===== config.mk =====
export PLATFORM = sky130hd
export DESIGN_NAME = sdram_lat_seq
export DESIGN_NICKNAME = d
export VERILOG_FILES = /design/src/rtl/sdram_seq_pkg.sv /design/src/rtl/sdram_mode_reg.sv /design/src/rtl/sdram_burst_gen.sv /design/src/rtl/sdram_read_pipe.sv /design/src/rtl/sdram_lat_seq.sv
export SDC_FILE = /design/constraint.sdc
export NUM_CORES = 1
export LEC_CHECK = 0
export CAP_MARGIN = 20
export CELL_PAD_IN_SITES_DETAIL_PLACEMENT = 2
export CELL_PAD_IN_SITES_GLOBAL_PLACEMENT = 2
export CORE_MARGIN = 3
export CORE_UTILIZATION = 32
export CTS_CLUSTER_DIAMETER = 120
export DETAILED_ROUTE_END_ITERATION = 8
export GPL_TIMING_DRIVEN = 1
export PLACE_DENSITY_LB_ADDON = 0.1
export SYNTH_ARGS = -nofsm -noshare
export SYNTH_HDL_FRONTEND = slang
export SYNTH_SLANG_ARGS = --single-unit

===== constraint.sdc =====
create_clock -name clk -period 1.8 [get_ports clk]
set_input_delay 0.36 -clock clk [delete_from_list [all_inputs] [get_ports clk]]
set_output_delay 0.36 -clock clk [all_outputs]
set_load 0.005 [all_outputs]

===== src/rtl/sdram_seq_pkg.sv =====
package sdram_seq_pkg;

    typedef enum logic [1:0] {
        CMD_NOP   = 2'b00,
        CMD_LOAD  = 2'b01,
        CMD_READ  = 2'b10,
        CMD_WRITE = 2'b11
    } cmd_e;

    localparam int MODE_W   = 10;
    localparam int MAX_LAT  = 3;
    localparam int MAX_BLEN = 8;
    localparam int BLEN_W   = $clog2(MAX_BLEN) + 1;
    localparam int LOW_W    = $clog2(MAX_BLEN);
    localparam int LAT_W    = $clog2(MAX_LAT + 1);

    typedef struct packed {
        logic [LAT_W-1:0]  cas_lat;
        logic [BLEN_W-1:0] blen;
        logic              wr_single;
    } mode_cfg_t;

    localparam mode_cfg_t MODE_RESET = '{cas_lat: LAT_W'(2), blen: BLEN_W'(1), wr_single: 1'b0};

    function automatic logic blen_code_ok(input logic [2:0] code);
        return code[2] == 1'b0;
    endfunction

    function automatic logic [BLEN_W-1:0] blen_decode(input logic [2:0] code);
        return BLEN_W'(1) << code[1:0];
    endfunction

    function automatic logic lat_code_ok(input logic [2:0] code);
        return (code != 3'd0) && (code <= 3'(MAX_LAT));
    endfunction

    function automatic logic [LAT_W-1:0] lat_decode(input logic [2:0] code);
        return code[LAT_W-1:0];
    endfunction

    function automatic logic mode_word_ok(input logic [MODE_W-1:0] w);
        return (w[8:7] == 2'b00) && blen_code_ok(w[2:0]) && lat_code_ok(w[6:4]);
    endfunction

endpackage


===== src/rtl/sdram_mode_reg.sv =====
module sdram_mode_reg
    import sdram_seq_pkg::*;
(
    input  logic              clk,
    input  logic              rst,
    input  logic              load_en,
    input  logic [MODE_W-1:0] mode_word,
    output mode_cfg_t         cfg_o,
    output logic              err_o
);

    mode_cfg_t cfg_q;
    logic      err_q;
    logic      word_ok;

    always_comb begin
        word_ok = mode_word_ok(mode_word);
    end

    always_ff @(posedge clk) begin
        if (rst) begin
            cfg_q <= MODE_RESET;
            err_q <= 1'b0;
        end else if (load_en) begin
            if (word_ok) begin
                cfg_q.cas_lat   <= lat_decode(mode_word[6:4]);
                cfg_q.blen      <= blen_decode(mode_word[2:0]);
                cfg_q.wr_single <= mode_word[9];
                err_q           <= 1'b0;
            end else begin
                err_q <= 1'b1;
            end
        end
    end

    assign cfg_o = cfg_q;
    assign err_o = err_q;

endmodule


===== src/rtl/sdram_burst_gen.sv =====
module sdram_burst_gen
    import sdram_seq_pkg::*;
#(
    parameter int COL_W = 8
) (
    input  logic             clk,
    input  logic             rst,
    input  logic             start_rd,
    input  logic             start_wr,
    input  logic [COL_W-1:0] col_i,
    input  mode_cfg_t        cfg_i,
    output logic             rd_o,
    output logic             wr_o,
    output logic [COL_W-1:0] col_o
);

    logic              active_q;
    logic              is_rd_q;
    logic [LOW_W-1:0]  left_q;
    logic [LOW_W-1:0]  mask_q;
    logic [COL_W-1:0]  col_q;

    logic [BLEN_W-1:0] start_len;
    logic [BLEN_W-1:0] len_m1;
    logic [BLEN_W-1:0] mask_full;
    logic [LOW_W-1:0]  low_inc;
    logic [COL_W-1:0]  col_next;

    always_comb begin
        if (start_rd || !cfg_i.wr_single) begin
            start_len = cfg_i.blen;
        end else begin
            start_len = BLEN_W'(1);
        end
        len_m1    = start_len - BLEN_W'(1);
        mask_full = cfg_i.blen - BLEN_W'(1);
        low_inc   = col_q[LOW_W-1:0] + LOW_W'(1);
        col_next  = {col_q[COL_W-1:LOW_W],
                     (col_q[LOW_W-1:0] & ~mask_q) | (low_inc & mask_q)};
    end

    always_ff @(posedge clk) begin
        if (rst) begin
            active_q <= 1'b0;
            is_rd_q  <= 1'b0;
            left_q   <= '0;
            mask_q   <= '0;
            col_q    <= '0;
        end else if (start_rd || start_wr) begin
            active_q <= 1'b1;
            is_rd_q  <= start_rd;
            left_q   <= len_m1[LOW_W-1:0];
            mask_q   <= mask_full[LOW_W-1:0];
            col_q    <= col_i;
        end else if (active_q && (left_q != '0)) begin
            left_q <= left_q - LOW_W'(1);
            col_q  <= col_next;
        end else begin
            active_q <= 1'b0;
        end
    end

    assign rd_o  = active_q && is_rd_q;
    assign wr_o  = active_q && !is_rd_q;
    assign col_o = col_q;

endmodule


===== src/rtl/sdram_read_pipe.sv =====
module sdram_read_pipe
    import sdram_seq_pkg::*;
#(
    parameter int COL_W = 8,
    parameter int DEPTH = MAX_LAT
) (
    input  logic             clk,
    input  logic             rst,
    input  logic             in_vld,
    input  logic [COL_W-1:0] in_col,
    input  logic [LAT_W-1:0] lat,
    output logic             vld_o,
    output logic [COL_W-1:0] col_o,
    output logic             oe_o
);

    logic [DEPTH:0]   stage_v;
    logic [COL_W-1:0] stage_c [DEPTH+1];
    logic [LAT_W-1:0] lat_prev;

    assign stage_v[0] = in_vld;
    assign stage_c[0] = in_col;

    for (genvar g = 1; g <= DEPTH; g++) begin : g_stage
        always_ff @(posedge clk) begin
            if (rst) begin
                stage_v[g] <= 1'b0;
                stage_c[g] <= '0;
            end else begin
                stage_v[g] <= stage_v[g-1];
                stage_c[g] <= stage_c[g-1];
            end
        end
    end

    always_comb begin
        lat_prev = lat - LAT_W'(1);
        vld_o    = stage_v[lat];
        col_o    = stage_c[lat];
        oe_o     = stage_v[lat] | stage_v[lat_prev];
    end

endmodule


===== src/rtl/sdram_lat_seq.sv =====
module sdram_lat_seq
    import sdram_seq_pkg::*;
#(
    parameter int COL_W = 8
) (
    input  logic              clk,
    input  logic              rst,
    input  logic [1:0]        cmd_i,
    input  logic [COL_W-1:0]  col_i,
    input  logic [MODE_W-1:0] mode_i,
    output logic              acc_rd_o,
    output logic              acc_wr_o,
    output logic [COL_W-1:0]  acc_col_o,
    output logic              rd_valid_o,
    output logic [COL_W-1:0]  rd_col_o,
    output logic              dq_oe_o,
    output logic              mode_err_o
);

    cmd_e      cmd;
    mode_cfg_t cfg;
    logic      beat_rd;
    logic      beat_wr;
    logic [COL_W-1:0] beat_col;

    assign cmd = cmd_e'(cmd_i);

    sdram_mode_reg u_mode (
        .clk       (clk),
        .rst       (rst),
        .load_en   (cmd == CMD_LOAD),
        .mode_word (mode_i),
        .cfg_o     (cfg),
        .err_o     (mode_err_o)
    );

    sdram_burst_gen #(.COL_W(COL_W)) u_burst (
        .clk      (clk),
        .rst      (rst),
        .start_rd (cmd == CMD_READ),
        .start_wr (cmd == CMD_WRITE),
        .col_i    (col_i),
        .cfg_i    (cfg),
        .rd_o     (beat_rd),
        .wr_o     (beat_wr),
        .col_o    (beat_col)
    );

    sdram_read_pipe #(.COL_W(COL_W), .DEPTH(MAX_LAT)) u_pipe (
        .clk    (clk),
        .rst    (rst),
        .in_vld (beat_rd),
        .in_col (beat_col),
        .lat    (cfg.cas_lat),
        .vld_o  (rd_valid_o),
        .col_o  (rd_col_o),
        .oe_o   (dq_oe_o)
    );

    assign acc_rd_o  = beat_rd;
    assign acc_wr_o  = beat_wr;
    assign acc_col_o = beat_col;

endmodule


# [Word-level counts from Yosys, hierarchy flattened]
# Index checks and enable logic that the tools add are counted.
[totals] output_inout_bits=21 latch_bits=0 word_cells=67 romBits=0 input_bits=22 ramBits=0 mem_count=0 ff_bits=50
[classes] muxes=15 n_shift=1 bitwise=7 n_reduce_logical=15 magnitude_cmp=4 eq_ne=4 n_div=0 n_addsub=5 mul=0
[op_table] op="8-bit two-way mux" count=3
[op_table] op="8-bit binary-select mux with 2-bit select" count=1
[op_table] op="3-bit two-way mux" count=4
[op_table] op="3-bit by 1-bit subtractor with 3-bit output (second input constant)" count=3
[op_table] op="3-bit AND" count=2
[op_table] op="1-bit logical AND" count=6
[op_table] op="2-bit by 3-bit < comparator with 1-bit output (second input constant)" count=2
[op_table] op="3-bit nonzero test" count=2
[op_table] op="1-bit two-way mux" count=5
[op_table] op="1-bit binary-select mux with 2-bit select" count=2
[op_table] op="2-bit == test (second input constant)" count=2
[op_table] op="3-bit by 1-bit adder with 3-bit output (second input constant)" count=1
[op_table] op="3-bit greater-or-equal comparator (second input constant)" count=1
[op_table] op="3-bit by 2-bit <= comparator with 1-bit output (second input constant)" count=1
[op_table] op="2-bit NOT with 3-bit output" count=1
[op_table] op="3-bit NOT" count=1
[op_table] op="3-bit OR" count=1
[op_table] op="1-bit by 2-bit << shifter with 3-bit output (first input constant)" count=1
[op_table] op="2-bit by 1-bit == test with 1-bit output (second input constant)" count=1
[op_table] op="1-bit zero test" count=2
[op_table] op="2-bit zero test" count=1
[op_table] op="1-bit logical OR" count=2
[op_table] op="2-bit by 1-bit inequality test with 1-bit output (second input constant)" count=1
[op_table] op="2-bit AND reduction" count=1
[op_table] op="4 further kinds" count=4

# [Depth between registers and ports, before layout]
# Gate-level depths: netlist of run 1.
[depth] word_depth=5 ltp_mapped=7 mapped_depth_nobuf=5

# [Cells and area by module]
# Synthesis of run 1 repeated with hierarchy kept, for this count alone.
[hier_totals] hier_cells=203 hier_area_um2=2139.6
[modules_own_cells] module="sdram_read_pipe" cells_per_inst=72 area_each_um2=983.4 seq_area_each_um2=540.5 n_inst=1
[modules_own_cells] module="sdram_burst_gen" cells_per_inst=90 area_each_um2=785.8 seq_area_each_um2=320.3 n_inst=1
[modules_own_cells] module="sdram_mode_reg" cells_per_inst=38 area_each_um2=347.8 seq_area_each_um2=160.2 n_inst=1
[modules_own_cells] module="sdram_lat_seq" cells_per_inst=3 area_each_um2=22.5 seq_area_each_um2=0.0 n_inst=1

# [Least setup slack after synthesis of run 1]
# OpenSTA, ideal clock, no wires.
[synth_path] path_type="input port to flip-flop" startpoint="in cmd_i[1]" endpoint="reg u_burst.left_q[2]" path_slack_ns=0.216 cell_stages=7 path_buffers=2 required_time_ns=1.713 setup_time_ns=0.087 arrival_time_ns=1.497 cell_sequence="buf_2 -> buf_4 -> nor2b_1 -> a31oi_1 -> ha_1 -> a2111o_1 -> o31ai_1"
[synth_via] elab_chain_len=5 word_cells_on_any_way=8 cone_classes="add/sub (1); eq/ne (2); mux (2); reduce/logical (3)"
[synth_lines] element="from (decl)" line="sdram_lat_seq.sv:8" text="input logic [1:0] cmd_i,"
[synth_lines] element="2-bit == test" line="sdram_lat_seq.sv:40" text=".start_rd (cmd == CMD_READ),"
[synth_lines] element="1-bit logical OR" line="sdram_burst_gen.sv:30" text="if (start_rd || !cfg_i.wr_single) begin"
[synth_lines] element="3-bit two-way mux" line="sdram_burst_gen.sv:30"
[synth_lines] element="3-bit by 1-bit subtractor with 3-bit output" line="sdram_burst_gen.sv:35" text="len_m1 = start_len - BLEN_W'(1);"
[synth_lines] element="3-bit two-way mux" line="sdram_burst_gen.sv:49" text="end else if (start_rd || start_wr) begin"
[synth_lines] element="to (signal assigned)" line="sdram_burst_gen.sv:52" text="left_q <= len_m1[LOW_W-1:0];"
[synth_lines] element="to (signal assigned)" line="sdram_burst_gen.sv:56" text="left_q <= left_q - LOW_W'(1);"
[synth_lines] element="to (decl)" line="sdram_burst_gen.sv:19" text="logic [LOW_W-1:0] left_q;"
# Several ways; a longest one is shown, not always the timed one.
# A chain may end at the register's enable or synchronous reset.

# [Final worst setup path of run 1]
[layout_path] startpoint="reg u_mode.cfg_q (netlist bit u_mode.cfg_o[5])" endpoint="out rd_col_o[5]"
[layout_via] elab_chain_len=4
[layout_lines] element="from (decl)" line="sdram_mode_reg.sv:12" text="mode_cfg_t cfg_q;"
[layout_lines] element="2-bit NOT with 3-bit output (not written as such)" line="sdram_read_pipe.sv:39" text="col_o = stage_c[lat];"
[layout_lines] element="8-bit binary-select mux with 2-bit select" line="sdram_read_pipe.sv:39"
[layout_lines] element="8-bit two-way mux (not written as such) (2 in a row)" line="sdram_read_pipe.sv:39"
[layout_lines] element="to (decl)" line="sdram_lat_seq.sv:15" text="output logic [COL_W-1:0] rd_col_o,"
# Every way passes these cells. The select of a mux whose other input is x is not followed.

==> results of run 1 <==
[layout make-up]
cell class	instances	area, µm²	area share, %
timing repair buffer	67	595.6	21.46
clock buffer	8	110.1	3.968
multi-input combinational	123	950.9	34.27
sequential	50	1006	36.25
inverter	5	18.77	0.6763
tap	75	93.84	3.381
[layer usage]
layer	vias to the layer above	share of wire (%)	routed length [µm]	global-route usage, %
met5	-	0	0	0
li1	777	-	-	-
met1	811	43	2319	18.40
met4	0	0.78	42	4.249
met3	4	3.9	208	3.612
met2	34	52	2828	28.30
[logic make-up after synthesis]
group	count (synthesis)	share of synthesized area (%)
AND/OR/NAND/NOR	73	18.54
multiplexers	19	14.58
AO/OA/AOI/OAI	24	8.878
buffers and inverters	24	6.539
flip-flops	50	47.99
XOR/XNOR	4	1.680
adder cells (fa/ha/maj)	3	1.800
[stage by stage]
| step | total power, mW | setup TNS, ns | cells | instance area, µm² |
|---|---|---|---|---|
| floorplan | 1.343 | 0 | 197 | 2086 |
| detailed placement | 1.486 | -1.730 | 315 | 2625 |
| CTS | 2.232 | -0.4323 | 328 | 2758 |
| finish | 2.199 | -0.3236 | 328 | 2775 |
| global route | 2.312 | -0.8338 | 328 | 2775 |
| global placement | 1.464 | -0.8811 | 315 | 2625 |
[synthesized netlist by cell type, drive strengths merged, types with 2 or more instances]
master,count,area [µm²]
o31ai,3,27.52
mux4,9,202.7
mux2i,9,90.09
dfxtp,50,1001
a211oi,4,30.03
nor2b,31,193.9
a31oi,2,12.51
ha,3,37.54
nand2,8,30.03
nand3b,2,15.01
o21ai,2,10.01
o311ai,2,17.52
clkbuf,3,11.26
nand2b,4,25.02
nor2,21,78.83
xnor2,3,26.28
inv,5,18.77
a21oi,3,15.01
buf,16,106.4
[timing repair]
item                       4_1_cts  5_1_grt
setup endpoints to repair       12       12
setup buffers                    5        0
pin swaps                        0        1
gates cloned                     0        0
gates resized for setup         53        7
[registers in the layout (all words and copies together) (netlist names), 3 cells and up, named ones only]
register and cells:
u_burst.col_o 6, u_mode.cfg_o 6, u_burst.mask_q 3, u_pipe.stage_v 3, u_pipe.stage_c 24, u_burst.left_q 3
[worst max-delay path by stage]
stage,from,end,slack [ns],depth (start not counted)
global route,u_mode.cfg_o[5],rd_col_o[2],-0.16,4
CTS,u_mode.cfg_o[5],rd_col_o[2],-0.10,4
global placement,cmd_i[1],u_burst.left_q[2],-0.16,6
floorplan,cmd_i[1],u_burst.left_q[2],0.22,7
detailed placement,cmd_i[1],u_burst.left_q[2],-0.26,6
finish,u_mode.cfg_o[5],rd_col_o[5],-0.09,4
[power by group]
part	switching (mW)	total, mW	internal (mW)	leakage [nW]
registers	0.0316	1.18	1.15	0.409
logic	0.111	0.271	0.159	0.694
clock network	0.358	0.746	0.388	0.0575
total	0.501	2.20	1.70	1.16
==> flow_summary.toml, run 1 <==
[timing]
finalHoldViolCount = 0
worstMarginPinSlew_ns = 0.4758
fin_crit_sh_pct = 104.7
final_max_slew_viol_count = 0
final.setup.worst_slack_ns = -0.08523
relSlewSlack_pct = 67.88
min_period_ns = 1.885
hold_ws_ns = 0.3394
fmax_mhz = 530.4
finalSetupViolCount = 6
finClkSkew_ns = 0.01038
rsz0062_at_grt = "true"

[critical_path]
reg2reg_slack_ns = 0.27
worstSetupStartpointType = "flip-flop"
slowest_delay_ns = 0.50
worstSetupPathType = "flip-flop to output port"
critPathMaxFanout = 4
required_ns = 1.44
critical_path.top_delay_family = "multiplexers"
crit_slowest_cell = "mux4_2"
critPathArrivalTime_ns = 1.53
reg2reg_from = "u_burst.left_q[0]"
path_buf_inv = 3
crit_path_end_kind = "output port"
r2r_cells = 5
path_cells = "buf_6 > buf_6 > mux4_2 > buf_6"
path_common_cell = "buf_6"
r2r_end = "u_burst.left_q[2]"

[routing]
dr.pass1.iters = 4
drtIter0Drc = 46
ant_nets = 0
drc = 0
post_drt_via_cell_ratio = 4.957
wire_per_inst_um = 16.46
wirelength_um = 5399
num_vias = 1626

[final_layout]
final_common_cell = "dfxtp_1"
fillCellCount = 639
synthToLayoutAreaGrowth_pct = 33.05
fin_nets = 277
utilization_pct = 45.27
layout-drive-gt1-share_pct = 24.90
n_antenna_cell = 0
mostFrequentLayoutCells = "46 x dfxtp_1, 31 x nor2b_1, 27 x clkdlybuf4s50_1"

[place]
pre_cts_slack_ns = -0.2578
port_buffers = 41
dp_hpwl_um = 4149
place_congestion = 0.7795

[clock_network]
cts_buffers = 5
clk_pin_slew_ns = 0.09
clockBufferDepth = 2
clkSinkCount = 50
htreeDepth = 2
cts-hold-fix-buffers = 0
cts_root_buffer = "clkbuf_8"
clk_latency_ns = 0.30
cts_tree = "built"

[run_status]
violations = "negative setup slack"
status = "complete, but fails checks"

[power_and_ir_drop]
powerDensity_nw_per_um2 = 792.4
ir_drop_uv = 451.6
p_leak_nw = 1.160

[yosys]
synth.distinct_cells = 39
synth_fp_nets = 222
syn_area_um2 = 2086
synth-main-ff-cell = "dfxtp_1"
synth-async-reset-ratio_pct = 0
seq_area_frac_synth_pct = 47.99
yosys_warnings = 0
synth_edf_count = 0
synth_cells = 197
ys_ff_latch = 50
syn_area_per_cell_um2 = 10.59

[floorplanning]
rows = 28
pin_count = 43
die_y_um = 86.74
start_util_pct = 34.02
core_um2 = 6131
die_w_um = 86.74
fp.dieArea_um2 = 7523

[worst_hold_path]
worstHoldPathCells = 2
holdPathEnd = "u_pipe.stage_c[18]"
hold_path_class = "input port to flip-flop"
holdCritStartpoint = "rst"

[global_route]
antenna_found_initial = 0
grt_pass1_wl_um = 9142
overflow = 0
grt_max_degree = 27
grt_usage_pct = 15.63
grt_pass1_vias = 1831

[job]
cap_violations = 0
(Power assumes the default switching activity.)
==> run 2, diff against run 1 <==
GPL_ROUTABILITY_DRIVEN = 0   (was unset)
==> results of run 2 <==
Final layout, timing and power as in run 1 (identical DEF).
